[src/rtl/ptt_pkg.sv]
// Package: shared constants and types for the periodic tick timer.
// Assumes a 32-bit register data path and byte offsets on the request port.
package ptt_pkg;

    localparam int DATA_W = 32;

    // Byte offsets of the four registers
    localparam int OFS_CTRL    = 'h0;
    localparam int OFS_PERIOD  = 'h4;
    localparam int OFS_COUNT   = 'h8;
    localparam int OFS_CALIB   = 'hC;

    // Control word bit positions
    localparam int BIT_ARM     = 0;
    localparam int BIT_IRQ_EN  = 1;
    localparam int BIT_SRC     = 2;
    localparam int BIT_WRAP    = 16;

    typedef enum logic [1:0] {
        ACC_BYTE = 2'd0,
        ACC_HALF = 2'd1,
        ACC_WORD = 2'd2,
        ACC_RSVD = 2'd3
    } acc_size_e;

    typedef struct packed {
        logic ctrl;
        logic period;
        logic count;
        logic calib;
    } reg_sel_t;

endpackage

[src/rtl/ptt_ref_sync.sv]
// Module: brings the asynchronous reference strobe into the core clock domain
// and emits a one-cycle pulse for each rising edge.
// Assumes STAGES >= 2 and a strobe that stays low or high for at least two core cycles.
module ptt_ref_sync #(
    parameter int STAGES = 2
) (
    input  logic clk,
    input  logic rst_n,
    input  logic strobe_in,
    output logic edge_pulse
);

    logic [STAGES-1:0] sync_q;
    logic              prev_q;

    // Shift the strobe through the synchroniser chain and keep the last stable level
    always_ff @(posedge clk) begin
        if (!rst_n) begin
            sync_q <= '0;
            prev_q <= 1'b0;
        end else begin
            sync_q <= {sync_q[STAGES-2:0], strobe_in};
            prev_q <= sync_q[STAGES-1];
        end
    end

    // Rising edge of the synchronised level
    always_comb begin
        edge_pulse = sync_q[STAGES-1] & ~prev_q;
    end

endmodule

[src/rtl/ptt_access_decode.sv]
// Module: checks a register request and decodes its offset.
// An error is a request that is unprivileged or not a full word. The select
// and read/write strobes are forced low for errored requests, so such a
// request cannot touch any state. Unmatched offsets leave every select low.
module ptt_access_decode
    import ptt_pkg::*;
#(
    parameter int ADDR_W = 8
) (
    input  logic              req_valid,
    input  logic              req_write,
    input  logic [ADDR_W-1:0] req_addr,
    input  logic [1:0]        req_size,
    input  logic              req_priv,
    output logic              acc_err,
    output logic              acc_rd,
    output logic              acc_wr,
    output reg_sel_t          sel
);

    logic acc_ok;

    // Legality check: privileged full-word requests only
    always_comb begin
        acc_ok  = req_valid & req_priv & (acc_size_e'(req_size) == ACC_WORD);
        acc_err = req_valid & ~acc_ok;
        acc_rd  = acc_ok & ~req_write;
        acc_wr  = acc_ok &  req_write;
    end

    // Offset decode, gated by legality
    always_comb begin
        sel        = '0;
        sel.ctrl   = acc_ok & (req_addr == ADDR_W'(OFS_CTRL));
        sel.period = acc_ok & (req_addr == ADDR_W'(OFS_PERIOD));
        sel.count  = acc_ok & (req_addr == ADDR_W'(OFS_COUNT));
        sel.calib  = acc_ok & (req_addr == ADDR_W'(OFS_CALIB));
    end

endmodule

[src/rtl/ptt_down_counter.sv]
// Module: the period down-counter.
// A load puts load_val into the counter and takes priority over counting.
// While running, each tick decrements the count. A tick at zero is a wrap:
// the count reloads from load_val and expire is high for that cycle.
// A wrap cannot coincide with a load.
module ptt_down_counter #(
    parameter int CNT_W = 24
) (
    input  logic             clk,
    input  logic             rst_n,
    input  logic             load,
    input  logic [CNT_W-1:0] load_val,
    input  logic             run,
    input  logic             tick,
    output logic [CNT_W-1:0] count,
    output logic             expire
);

    // Wrap detect: a running tick while the count is zero and no load is pending
    always_comb begin
        expire = run & tick & ~load & (count == '0);
    end

    // Count register: load, wrap-reload or decrement
    always_ff @(posedge clk) begin
        if (!rst_n) begin
            count <= '0;
        end else if (load) begin
            count <= load_val;
        end else if (run && tick) begin
            if (count == '0) begin
                count <= load_val;
            end else begin
                count <= count - 1'b1;
            end
        end
    end

endmodule

[src/rtl/periodic_tick_timer.sv]
// Module: top of the periodic tick timer. It holds the control bits, the
// period register and the wrap flag, picks the tick source, builds the read
// data and registers the response and the interrupt pulse.
// Assumes 8 <= CNT_W < 32 and one request per cycle; the response follows one cycle later.
module periodic_tick_timer
    import ptt_pkg::*;
#(
    parameter int          CNT_W       = 24,
    parameter int          ADDR_W      = 8,
    parameter int          SYNC_STAGES = 2,
    parameter logic [31:0] CAL_VALUE   = 32'd10000
) (
    input  logic              clk,
    input  logic              rst_n,
    input  logic              req_valid,
    input  logic              req_write,
    input  logic [ADDR_W-1:0] req_addr,
    input  logic [1:0]        req_size,
    input  logic              req_priv,
    input  logic [31:0]       req_wdata,
    output logic              rsp_valid,
    output logic              rsp_err,
    output logic [31:0]       rsp_rdata,
    input  logic              ref_tick,
    output logic              irq
);

    localparam int PAD_W = DATA_W - CNT_W;

    logic             acc_err, acc_rd, acc_wr;
    reg_sel_t         sel;
    logic             arm_q, irq_en_q, src_q, wrap_q;
    logic [CNT_W-1:0] period_q;
    logic [CNT_W-1:0] count;
    logic [CNT_W-1:0] count_vis;
    logic             ref_pulse, tick, load, expire;
    logic             wr_ctrl, wr_period, wr_count, rd_ctrl;
    logic             arm_rise, src_change;
    logic [31:0]      ctrl_word, rd_data;
    logic             unused_wdata_hi;

    ptt_access_decode #(
        .ADDR_W(ADDR_W)
    ) u_decode (
        .req_valid(req_valid),
        .req_write(req_write),
        .req_addr (req_addr),
        .req_size (req_size),
        .req_priv (req_priv),
        .acc_err  (acc_err),
        .acc_rd   (acc_rd),
        .acc_wr   (acc_wr),
        .sel      (sel)
    );

    ptt_ref_sync #(
        .STAGES(SYNC_STAGES)
    ) u_ref_sync (
        .clk       (clk),
        .rst_n     (rst_n),
        .strobe_in (ref_tick),
        .edge_pulse(ref_pulse)
    );

    ptt_down_counter #(
        .CNT_W(CNT_W)
    ) u_counter (
        .clk     (clk),
        .rst_n   (rst_n),
        .load    (load),
        .load_val(period_q),
        .run     (arm_q),
        .tick    (tick),
        .count   (count),
        .expire  (expire)
    );

    // Per-register strobes and the events that restart the period
    always_comb begin
        wr_ctrl    = acc_wr & sel.ctrl;
        wr_period  = acc_wr & sel.period;
        wr_count   = acc_wr & sel.count;
        rd_ctrl    = acc_rd & sel.ctrl;
        arm_rise   = wr_ctrl & req_wdata[BIT_ARM] & ~arm_q;
        src_change = wr_ctrl & req_wdata[BIT_ARM] & arm_q & (req_wdata[BIT_SRC] != src_q);
        load       = wr_count | arm_rise | src_change;
        tick       = src_q ? 1'b1 : ref_pulse;
    end

    // Write-data bits above the counter width are not stored anywhere
    assign unused_wdata_hi = ^req_wdata[DATA_W-1:CNT_W];

    // Control bits: a software write wins, otherwise a wrap with a zero period disarms
    always_ff @(posedge clk) begin
        if (!rst_n) begin
            arm_q    <= 1'b0;
            irq_en_q <= 1'b0;
            src_q    <= 1'b0;
        end else if (wr_ctrl) begin
            arm_q    <= req_wdata[BIT_ARM];
            irq_en_q <= req_wdata[BIT_IRQ_EN];
            src_q    <= req_wdata[BIT_SRC];
        end else if (expire && period_q == '0) begin
            arm_q    <= 1'b0;
        end
    end

    // Wrap flag: set by a wrap, which outranks the clear by a control read or count write
    always_ff @(posedge clk) begin
        if (!rst_n) begin
            wrap_q <= 1'b0;
        end else if (expire) begin
            wrap_q <= 1'b1;
        end else if (rd_ctrl || wr_count) begin
            wrap_q <= 1'b0;
        end
    end

    // Period register
    always_ff @(posedge clk) begin
        if (!rst_n) begin
            period_q <= '0;
        end else if (wr_period) begin
            period_q <= req_wdata[CNT_W-1:0];
        end
    end

    // Visible count: zero while disarmed or above the period
    always_comb begin
        count_vis = (arm_q && count <= period_q) ? count : '0;
    end

    // Control word assembly
    always_comb begin
        ctrl_word             = '0;
        ctrl_word[BIT_ARM]    = arm_q;
        ctrl_word[BIT_IRQ_EN] = irq_en_q;
        ctrl_word[BIT_SRC]    = src_q;
        ctrl_word[BIT_WRAP]   = wrap_q;
    end

    // Read data multiplexer
    always_comb begin
        rd_data = '0;
        if (acc_rd) begin
            if (sel.ctrl) begin
                rd_data = ctrl_word;
            end else if (sel.period) begin
                rd_data = {{PAD_W{1'b0}}, period_q};
            end else if (sel.count) begin
                rd_data = {{PAD_W{1'b0}}, count_vis};
            end else if (sel.calib) begin
                rd_data = CAL_VALUE;
            end
        end
    end

    // Registered response, one cycle after the request
    always_ff @(posedge clk) begin
        if (!rst_n) begin
            rsp_valid <= 1'b0;
            rsp_err   <= 1'b0;
            rsp_rdata <= '0;
        end else begin
            rsp_valid <= req_valid;
            rsp_err   <= acc_err;
            rsp_rdata <= rd_data;
        end
    end

    // Interrupt pulse for a wrap while interrupts are enabled
    always_ff @(posedge clk) begin
        if (!rst_n) begin
            irq <= 1'b0;
        end else begin
            irq <= expire & irq_en_q;
        end
    end

endmodule

[config.mk]
export PLATFORM = sky130hd
export DESIGN_NAME = periodic_tick_timer
export DESIGN_NICKNAME = d
export VERILOG_FILES = /design/src/rtl/ptt_pkg.sv /design/src/rtl/ptt_ref_sync.sv /design/src/rtl/ptt_access_decode.sv /design/src/rtl/ptt_down_counter.sv /design/src/rtl/periodic_tick_timer.sv
export SDC_FILE = /design/constraint.sdc
export NUM_CORES = 1
export LEC_CHECK = 0
export BUFFER_PORTS_ARGS = -buffer_cell sky130_fd_sc_hd__buf_2
export CAP_MARGIN = 15
export CELL_PAD_IN_SITES_DETAIL_PLACEMENT = 1
export CELL_PAD_IN_SITES_GLOBAL_PLACEMENT = 1
export CORE_MARGIN = 2
export CORE_UTILIZATION = 29
export DETAILED_ROUTE_END_ITERATION = 7
export PLACE_DENSITY_LB_ADDON = 0.08
export SYNTH_ARGS = -nofsm -noshare
export SYNTH_HDL_FRONTEND = slang
export SYNTH_SLANG_ARGS = --single-unit
[constraint.sdc]
create_clock -name clk -period 4.8 [get_ports clk]
set_input_delay 0.72 -clock clk [delete_from_list [all_inputs] [get_ports clk]]
set_output_delay 0.72 -clock clk [all_outputs]
set_load 0.1 [all_outputs]
## Yosys cells after proc, flatten, opt, wreduce, memory -nomap -nowiden

Index checks and enable logic that the tools add are counted.

- Multipliers: 0
- Shift-type cells: 0
- Order comparisons: 1
- Eq/ne operators: 5
- Reductions and logical operators: 13
- Add/subtract/negate cells: 1
- Divide/modulo/power cells: 0
- Bitwise operators: 31
- Multiplexer cells: 13

Operators with widths:

| operator | number |
|---|---|
| two-way mux 24 bit | 6 |
| logical NOT 24 bit | 2 |
| <= comparator 24 bit | 1 |
| subtractor 24 x 1 -> 24 bit (second input constant) | 1 |
| AND 1 bit | 22 |
| two-way mux 17 bit | 1 |
| equality test 8 x 4 -> 1 bit (second input constant) | 2 |
| two-way mux 14 bit | 1 |
| equality test 8 x 3 -> 1 bit (second input constant) | 1 |
| logical NOT 8 bit | 1 |
| inverter 1 bit | 7 |
| nonzero test 2 bit | 3 |
| two-way mux 1 bit | 5 |
| OR reduction 5 bit | 1 |
| logical AND 1 bit | 3 |
| OR reduction 3 bit | 1 |
| equality test 2 bit (second input constant) | 1 |
| bitwise OR 1 bit | 2 |
| AND reduction 2 bit | 1 |
| logical OR 1 bit | 1 |
| != test 1 bit | 1 |

- Logic and storage cells: 78
- Bits in writable memories: 0
- Output and inout bits: 35
- Memories kept: 0
- Flip-flop bits (word level): 90
- Input port bits: 48
- Bits in latches: 0
- Bits in read-only memories: 0

## Depth between registers and ports, before layout

Gate-level depths: netlist (run 1).

- Word-level depth: 14
- Gate-level depth with buffers: 9
- Mapped depth without buffers: 8

## Hierarchy

A second synthesis (run 1) with hierarchy kept.

- Cell total of the unflattened synthesis: 585
- Area total of the unflattened synthesis: 4805.9 um2

By module, submodules not included:

| module | instances | cells each | sequential area each (um2) | area each (um2) |
|---|---|---|---|---|
| periodic_tick_timer | 1 | 361 | 1101.1 | 2944.1 |
| ptt_down_counter | 1 | 203 | 480.5 | 1652.8 |
| ptt_access_decode | 1 | 14 | 0.0 | 116.4 |
| ptt_ref_sync | 1 | 7 | 60.1 | 92.6 |

## Worst setup path before layout (run 1)

OpenSTA, ideal clock, no wires.

- Kind: in2reg
- From: input port req_addr[5]
- To: register rsp_rdata[22]
- Stages on the path: 7
- Data required time: 4.739 ns
- Setup time: 0.061 ns
- Buffers on the path: 1
- Data arrival time: 2.605 ns
- Slack: 2.135 ns
- Cells stage by stage: or4_4 > nor4_4 > nand2b_1 > a2111o_1 > o21ai_4 > buf_6 > a32o_2

- Word-level cells in the longest chain between the ends: 4
- Elaborated cells between the ends (all ways): 9
- Those cells by class: eq/ne: 2; mux: 2; bitwise: 3; reduce/logical: 2

RTL lines:

| item | line | RTL |
|---|---|---|
| from (decl) | periodic_tick_timer.sv:17 | `input logic [ADDR_W-1:0] req_addr,` |
| equality test 8 x 4 -> 1 bit | ptt_access_decode.sv:36 | `sel.count = acc_ok & (req_addr == ADDR_W'(OFS_COUNT));` |
| AND 1 bit | ptt_access_decode.sv:36 |  |
| two-way mux 24 bit | periodic_tick_timer.sv:150 | `end else if (sel.count) begin` |
| two-way mux 24 bit | periodic_tick_timer.sv:148 | `end else if (sel.period) begin` |
| to (signal assigned) | periodic_tick_timer.sv:167 | `rsp_rdata <= rd_data;` |
| to (decl) | periodic_tick_timer.sv:23 | `output logic [31:0] rsp_rdata,` |

Several ways; a longest one is shown, not always the timed one.
A chain may end at the register's enable or synchronous reset.

## Worst setup path in the final report (run 1)

- From: input port req_addr[5]
- To: register period_q[18]

- Word-level cells in the longest chain between the ends: 3

RTL lines:

| item | line | RTL |
|---|---|---|
| equality test 8 x 3 -> 1 bit | ptt_access_decode.sv:35 | `sel.period = acc_ok & (req_addr == ADDR_W'(OFS_PERIOD));` |
| AND 1 bit | ptt_access_decode.sv:35 |  |
| AND 1 bit | periodic_tick_timer.sv:81 | `wr_period = acc_wr & sel.period;` |
| to (signal assigned) | periodic_tick_timer.sv:124 | `period_q <= req_wdata[CNT_W-1:0];` |
| to (decl) | periodic_tick_timer.sv:33 | `logic [CNT_W-1:0] period_q;` |

Every way passes these cells.

==> flow_summary.yaml, run 1 <==
synth:
  syn_inst: 544
  ys.warnings.count: 0
  synth-main-ff-cell: "dfxtp_1"
  synth_edf_count: 0
  synthDistinctLibCells: 62
  netlist_area_um2: 4417
  async_reset_ff_share_pct: 0
  synth_top_area_cell: "dfxtp_1"
  synth_top_area_share_pct: 37.17
  synth_area_leaders: "dfxtp_1 37%, ha_1 7.4%, nand2_1 7.1%, a21oi_1 6.2%, nor4_1 3.0%"
  synth_common_cells: "83 x nand2_1, 82 x dfxtp_1, 55 x a21oi_1"
  ys_seq_elements: 82
  ys_seq_area_share_pct: 37.17
  synth_most_common_cell: "nand2_1"
  avgSynthCellArea_um2: 8.119
clock_tree:
  cts_tree: "done"
  cts_max_level: 3
  cts.sinks: 82
  clk_latency_ps: 350
  clock-root-buffer: "clkbuf_16"
  post_cts_resized: 0
  path_clk_slew_ps: 60
  postCtsSetupBuffers: 0
  hold_buffers: 0
  numCtsBuffers: 9
  clk_path_buf_depth: 2
global_route:
  grt_usage_pct: 20.34
  grt_max_degree: 26
  grt_pass1_vias: 4328
  overflow: 0
  grt_pass1_wl_um: 25120
  antenna_found_initial: 0
floorplan:
  rows: 45
  die_w_um: 127.4
  start_util_pct: 29.38
  fp.coreArea_um2: 15030
  dieArea_um2: 16230
  die_y_um: 127.4
  ios: 83
routing:
  avgViaCountPerCell: 5.417
  drt_pre_antenna_iters: 6
  vias: 4301
  ant_nets: 0
  wl_um: 15900
  wl_per_cell_um: 20.02
  drc_errors: 0
  drt_iter0_markers: 193
power_and_ir_drop:
  p_clk_share_pct: 49.9
  power_density_nw_per_um2: 291.4
  p_int_mw: 1.168
  comb_power_share_pct: 5.1
  p_leak_nw: 2.132
  seqPwrFrac_pct: 45.0
  switching_share_pct: 22.98
  max-vdd-ir-drop_uv: 151.5
  switchingPower_uw: 348.4
  power.total_mw: 1.516
layout:
  drive_above_1_share_pct: 17.99
  antenna_cells: 0
  final_area_um2: 5205
  final_nets: 676
  syn2layout_area_growth_pct: 17.85
  final_cells: 794
setup_path:
  timing.rr.start: "u_counter.count[16]$_SDFFE_PN0P_"
  required_ps: 5080
  critPathKind: "input pin to flip-flop"
  arrival_ps: 3360
  start_kind: "input pin"
  crit_slowest_cell: "and2_1"
  crit_fanout: 24
  r2r_end: "u_counter.count[11]$_SDFFE_PN0P_"
  reg2regPathDepth: 6
  slowest_delay_ps: 740
  crit_chain: "buf_2, or4_4, nor2_1, and3_1, and2_1, nand2_1, a21oi_1"
  crit_path_end_kind: "flip-flop"
  regToRegSetupSlack_ps: 1930
timing:
  hold_viol_final: 0
  worst-slew-pin-transition_ps: 875.5
  worst_hold_slack_ps: 436.1
  setup_viol: 0
  max_freq_mhz: 324.4
  skew_ps: 9.454
  maxSlewViolCount: 0
  period_needed_ps: 3082
  fin_crit_sh_pct: 64.21
  slew_headroom_pct: 41.63
  timing.setup.tns_ps: 0
  rsz0062_at_grt: "no"
worst_hold_path:
  hold_end: "u_ref_sync.sync_q[1]$_SDFF_PN0_"
  hold_start: "u_ref_sync.sync_q[0]$_SDFF_PN0_"
  whs_path_depth: 1
  hold_class: "flip-flop to flip-flop"
place:
  dp.cells: 779
  place_area_um2: 4886
  port_buffers: 66
  hpwl_um: 11840
  gp_congestion: 0.8376
job:
  cap_violations: 0
status:
  status: "finished clean"
worst max-delay path: cells and delay by family:
kind | cells | cell delay (ps)
buffers and inverters | 1 | 90
AND/OR/NAND/NOR | 5 | 2380
AO/OA/AOI/OAI | 1 | 150
power groups by stage:
stage                     clock network [mW]  logic, mW  registers [mW]
after CTS                              0.776     0.0777           0.683
after floorplan                            0     0.0492           0.705
after detailed placement                   0     0.0776           0.698
after global routing                   0.807     0.0821           0.682
final                                  0.756     0.0772           0.683
after global placement                     0     0.0768           0.698
layer usage:
| metal | vias up | wire, µm | share of wire [%] | track usage, % |
|---|---|---|---|---|
| li1 | 2106 | - | - | - |
| met1 | 2102 | 8136 | 51 | 29.06 |
| met2 | 78 | 6902 | 43 | 30.67 |
| met3 | 15 | 631 | 4.0 | 4.397 |
| met4 | 0 | 226 | 1.4 | 6.012 |
| met5 | - | 0 | 0 | 0 |
placed cells by master, fill, tap and decap left out, drive strengths merged, types with 17 or more instances in the layout:
master and instances:
nor2 27, buf 74, ha 26, a21oi 56
nor4 22, o21ai 21, inv 29, nand2 83
nor3 17, dfxtp 82
metrics by stage:
step                      util, %  worst slack [ps]
final                       34.62              1718
after global routing        34.62              1433
after CTS                   34.62              1729
after detailed placement    32.50              1358
after global placement      32.50              1380
after floorplan                 -              2135
flip-flops by register name, summed over array words and instances, names as in the netlist:
register           count
rsp_valid              1
irq                    1
u_ref_sync.sync_q      2
u_counter.count       24
irq_en_q               1
rsp_rdata             24
src_q                  1
rsp_err                1
u_ref_sync.prev_q      1
period_q              24
wrap_q                 1
arm_q                  1
how the worst max path moves through the flow:
stage / startpoint / to / slack (ps) / cells after the start
6_report: req_addr[5] / period_q[18]$_SDFFE_PN0P_ / 1720 / 7
5_1_grt: req_addr[5] / period_q[5]$_SDFFE_PN0P_ / 1430 / 7
4_1_cts: req_addr[5] / period_q[11]$_SDFFE_PN0P_ / 1730 / 7
3_5_place_dp: req_addr[5] / period_q[11]$_SDFFE_PN0P_ / 1360 / 7
3_3_place_gp: req_addr[5] / period_q[18]$_SDFFE_PN0P_ / 1380 / 7
2_1_floorplan: req_addr[5] / rsp_rdata[22]$_SDFF_PP0_ / 2130 / 7
cells by family (layout without fill, tap and decap cells):
group	after synthesis	after routing	synth area share (%)
and+or+nand+nor	215	215	24.25
xor gates and xnor gates	2	2	0.3967
adders and majority gates	26	26	7.365
DFF	82	82	37.17
muxes	2	2	0.4533
buffers and inverters	63	118	6.600
other	1	8	0.08490
AOI/OAI and AO/OA	153	153	23.68
cell type report:
type / count / area [µm²]
clock inverters: 4 / 76.32
fillers: 1800 / 9828
flip-flops and latches: 82 / 1642
well taps: 188 / 235.2
inverters: 29 / 108.9
clock buffers: 11 / 242.7
repair buffers: 74 / 390.4
multi-input cells: 406 / 2510
Power figures use the tool's default switching activity.
==> run 2: changes to the inputs <==
- clock period: 4.8 -> 2.9 ns (I/O delays scaled with it)
==> run 2 against run 1 <==
- worst setup slack lost 1400 ps
- hold slack lost 140 ps
- routed wire length grew 9.0%
- clock skew shrank 1.8 ps
- global-route usage grew 1.6 points
- critical path type is now flip-flop to flip-flop
- critical endpoint is now u_counter.count[16]$_SDFFE_PN0P_
- largest cell class unchanged
==> flow_summary.yaml, run 2 (same netlist as run 1, synthesis figures left out) <==
status:
  status: "finished clean"
timing:
  slew_headroom_pct: 58.34
  rsz0062_at_grt: "no"
  worst-slew-pin-transition_ps: 620.1
  fin_crit_sh_pct: 89.16
  period_needed_ps: 2586
  setup_viol: 0
  hold_viol_final: 0
  skew_ps: 7.634
  timing.setup.tns_ps: 0
  maxSlewViolCount: 0
  max_freq_mhz: 386.7
power_and_ir_drop:
  p_int_mw: 1.917
  switchingPower_uw: 591.2
  power.total_mw: 2.509
  seqPwrFrac_pct: 45.0
  p_leak_nw: 2.348
  switching_share_pct: 23.57
  p_clk_share_pct: 49.8
  max-vdd-ir-drop_uv: 300.4
  comb_power_share_pct: 5.2
  power_density_nw_per_um2: 454.4
place:
  port_buffers: 66
  hpwl_um: 13340
  gp_congestion: 0.8799
  dp.cells: 820
clock_tree:
  post_cts_resized: 0
  clk_path_buf_depth: 2
  path_clk_slew_ps: 70
  numCtsBuffers: 9
  clk_latency_ps: 340
  cts.sinks: 82
  clock-root-buffer: "clkbuf_16"
  cts_tree: "done"
  hold_buffers: 0
  cts_max_level: 3
  postCtsSetupBuffers: 0
layout:
  final_nets: 718
  reg_top3: "period_q: 24 flops, rsp_rdata: 24 flops, u_counter.count: 24 flops"
  antenna_cells: 0
  syn2layout_area_growth_pct: 24.99
  final_cells: 837
  layout_commonest_cell: "nand2_1"
  layout_common_cells: "83 x nand2_1, 82 x dfxtp_1, 66 x buf_2, 55 x a21oi_1, 50 x buf_4"
  nFillCells: 1826
  drive_above_1_share_pct: 23.42
setup_path:
  critPathKind: "flip-flop to flip-flop"
  slowest_delay_ps: 410
  crit_slowest_cell: "nor4b_1"
  path_delay_family: "simple AND/OR/NAND/NOR gates"
  crit_chain: "inv_1, ha_1, nor4b_1, nand2_1, nor4_1, buf_4, nor4b_1, a21oi_1, o22ai_1"
  path_buf_inv: 2
  crit_path_end_kind: "flip-flop"
  crit_fanout: 6
  arrival_ps: 2850
  required_ps: 3170
  cpMostUsedCell: "nor4b_1"
  start_kind: "flip-flop"
global_route:
  antenna_found_initial: 0
  overflow: 0
  grt_pass1_wl_um: 26990
  grt_pass1_vias: 4576
  grt_usage_pct: 21.96
  grt_max_degree: 35
floorplan:
  dieArea_um2: 16230
  die_y_um: 127.4
  fp.coreArea_um2: 15030
  ios: 83
  rows: 45
  start_util_pct: 29.38
  die_w_um: 127.4
routing:
  wl_per_cell_um: 20.71
  drt_iter0_markers: 338
  drc_errors: 0
  wl_um: 17330
  vias: 4555
  avgViaCountPerCell: 5.442
  drt_pre_antenna_iters: 5
  ant_nets: 0
job:
  cap_violations: 0
worst_hold_path:
  hold_class: "input pin to flip-flop"
-- run 2: changes by cell type in the layout (fill, tap and decap cells not counted), sizes merged --
| cell | previous run | this run |
|---|---|---|
| buf | 74 | 116 |
| clkinv | 1 | 2 |
| inv | 29 | 30 |
| clkbuf | 11 | 10 |
-- run 2: area by class of cell --
class | count | area, µm² | area share [%]
Clock inverter | 6 | 90.09 | 1.632
Clock buffer | 10 | 229.0 | 4.148
Tap cell | 188 | 235.2 | 4.261
Multi-Input combinational cell | 406 | 2510 | 45.47
Inverter | 29 | 108.9 | 1.972
Timing Repair Buffer | 116 | 705.7 | 12.78
Sequential cell | 82 | 1642 | 29.74
-- run 2: metal layers --
layer	vias to the layer above	part of all wire, %	GRT usage, %
li1	2189	-	-
met1	2225	51	33.00
met2	124	42	31.87
met3	17	4.9	4.229
met4	0	1.7	5.882
met5	-	0	0
-- run 2: stage by stage --
step                setup slack, ps  hold WS, ps  utilization [%]  instance area [µm²]
floorplan                     519.7        411.9                -                 4443
finish                        314.3        295.6            36.72                 5520
detailed placement            154.2        432.7            34.55                 5194
global placement              179.2        434.5            34.55                 5194
global route                  175.2        283.8            36.72                 5520
CTS                           331.9        280.5            36.67                 5513
-- run 2: worst paths after layout --
path / slack, ps / cells after the start / end / startpoint
setup / recovery: 310 / 9 / u_counter.count[16]$_SDFFE_PN0P_ / u_counter.count[0]$_SDFFE_PN0P_
hold / removal: 300 / 2 / u_ref_sync.sync_q[0]$_SDFF_PN0_ / ref_tick
setup reg to reg: 310 / 9 / u_counter.count[16]$_SDFFE_PN0P_ / u_counter.count[0]$_SDFFE_PN0P_
hold reg to reg: 440 / 1 / u_ref_sync.sync_q[1]$_SDFF_PN0_ / u_ref_sync.sync_q[0]$_SDFF_PN0_
-- run 2: power by group through the flow --
stage	registers, mW	logic, mW	clock network, mW
after global placement	1.16	0.128	0
after CTS	1.13	0.130	1.29
final	1.13	0.130	1.25
after floorplan	1.17	0.0814	0
after global routing	1.13	0.137	1.33
after detailed placement	1.16	0.129	0
-- run 2: worst reg2reg max path: stages, from the launching register on --
cell and delay [ps]:
dfxtp_1 370, inv_1 210, ha_1 330, nor4b_1 410
nand2_1 270, nor4_1 300, buf_4 190, nor4b_1 220
a21oi_1 70, o22ai_1 150
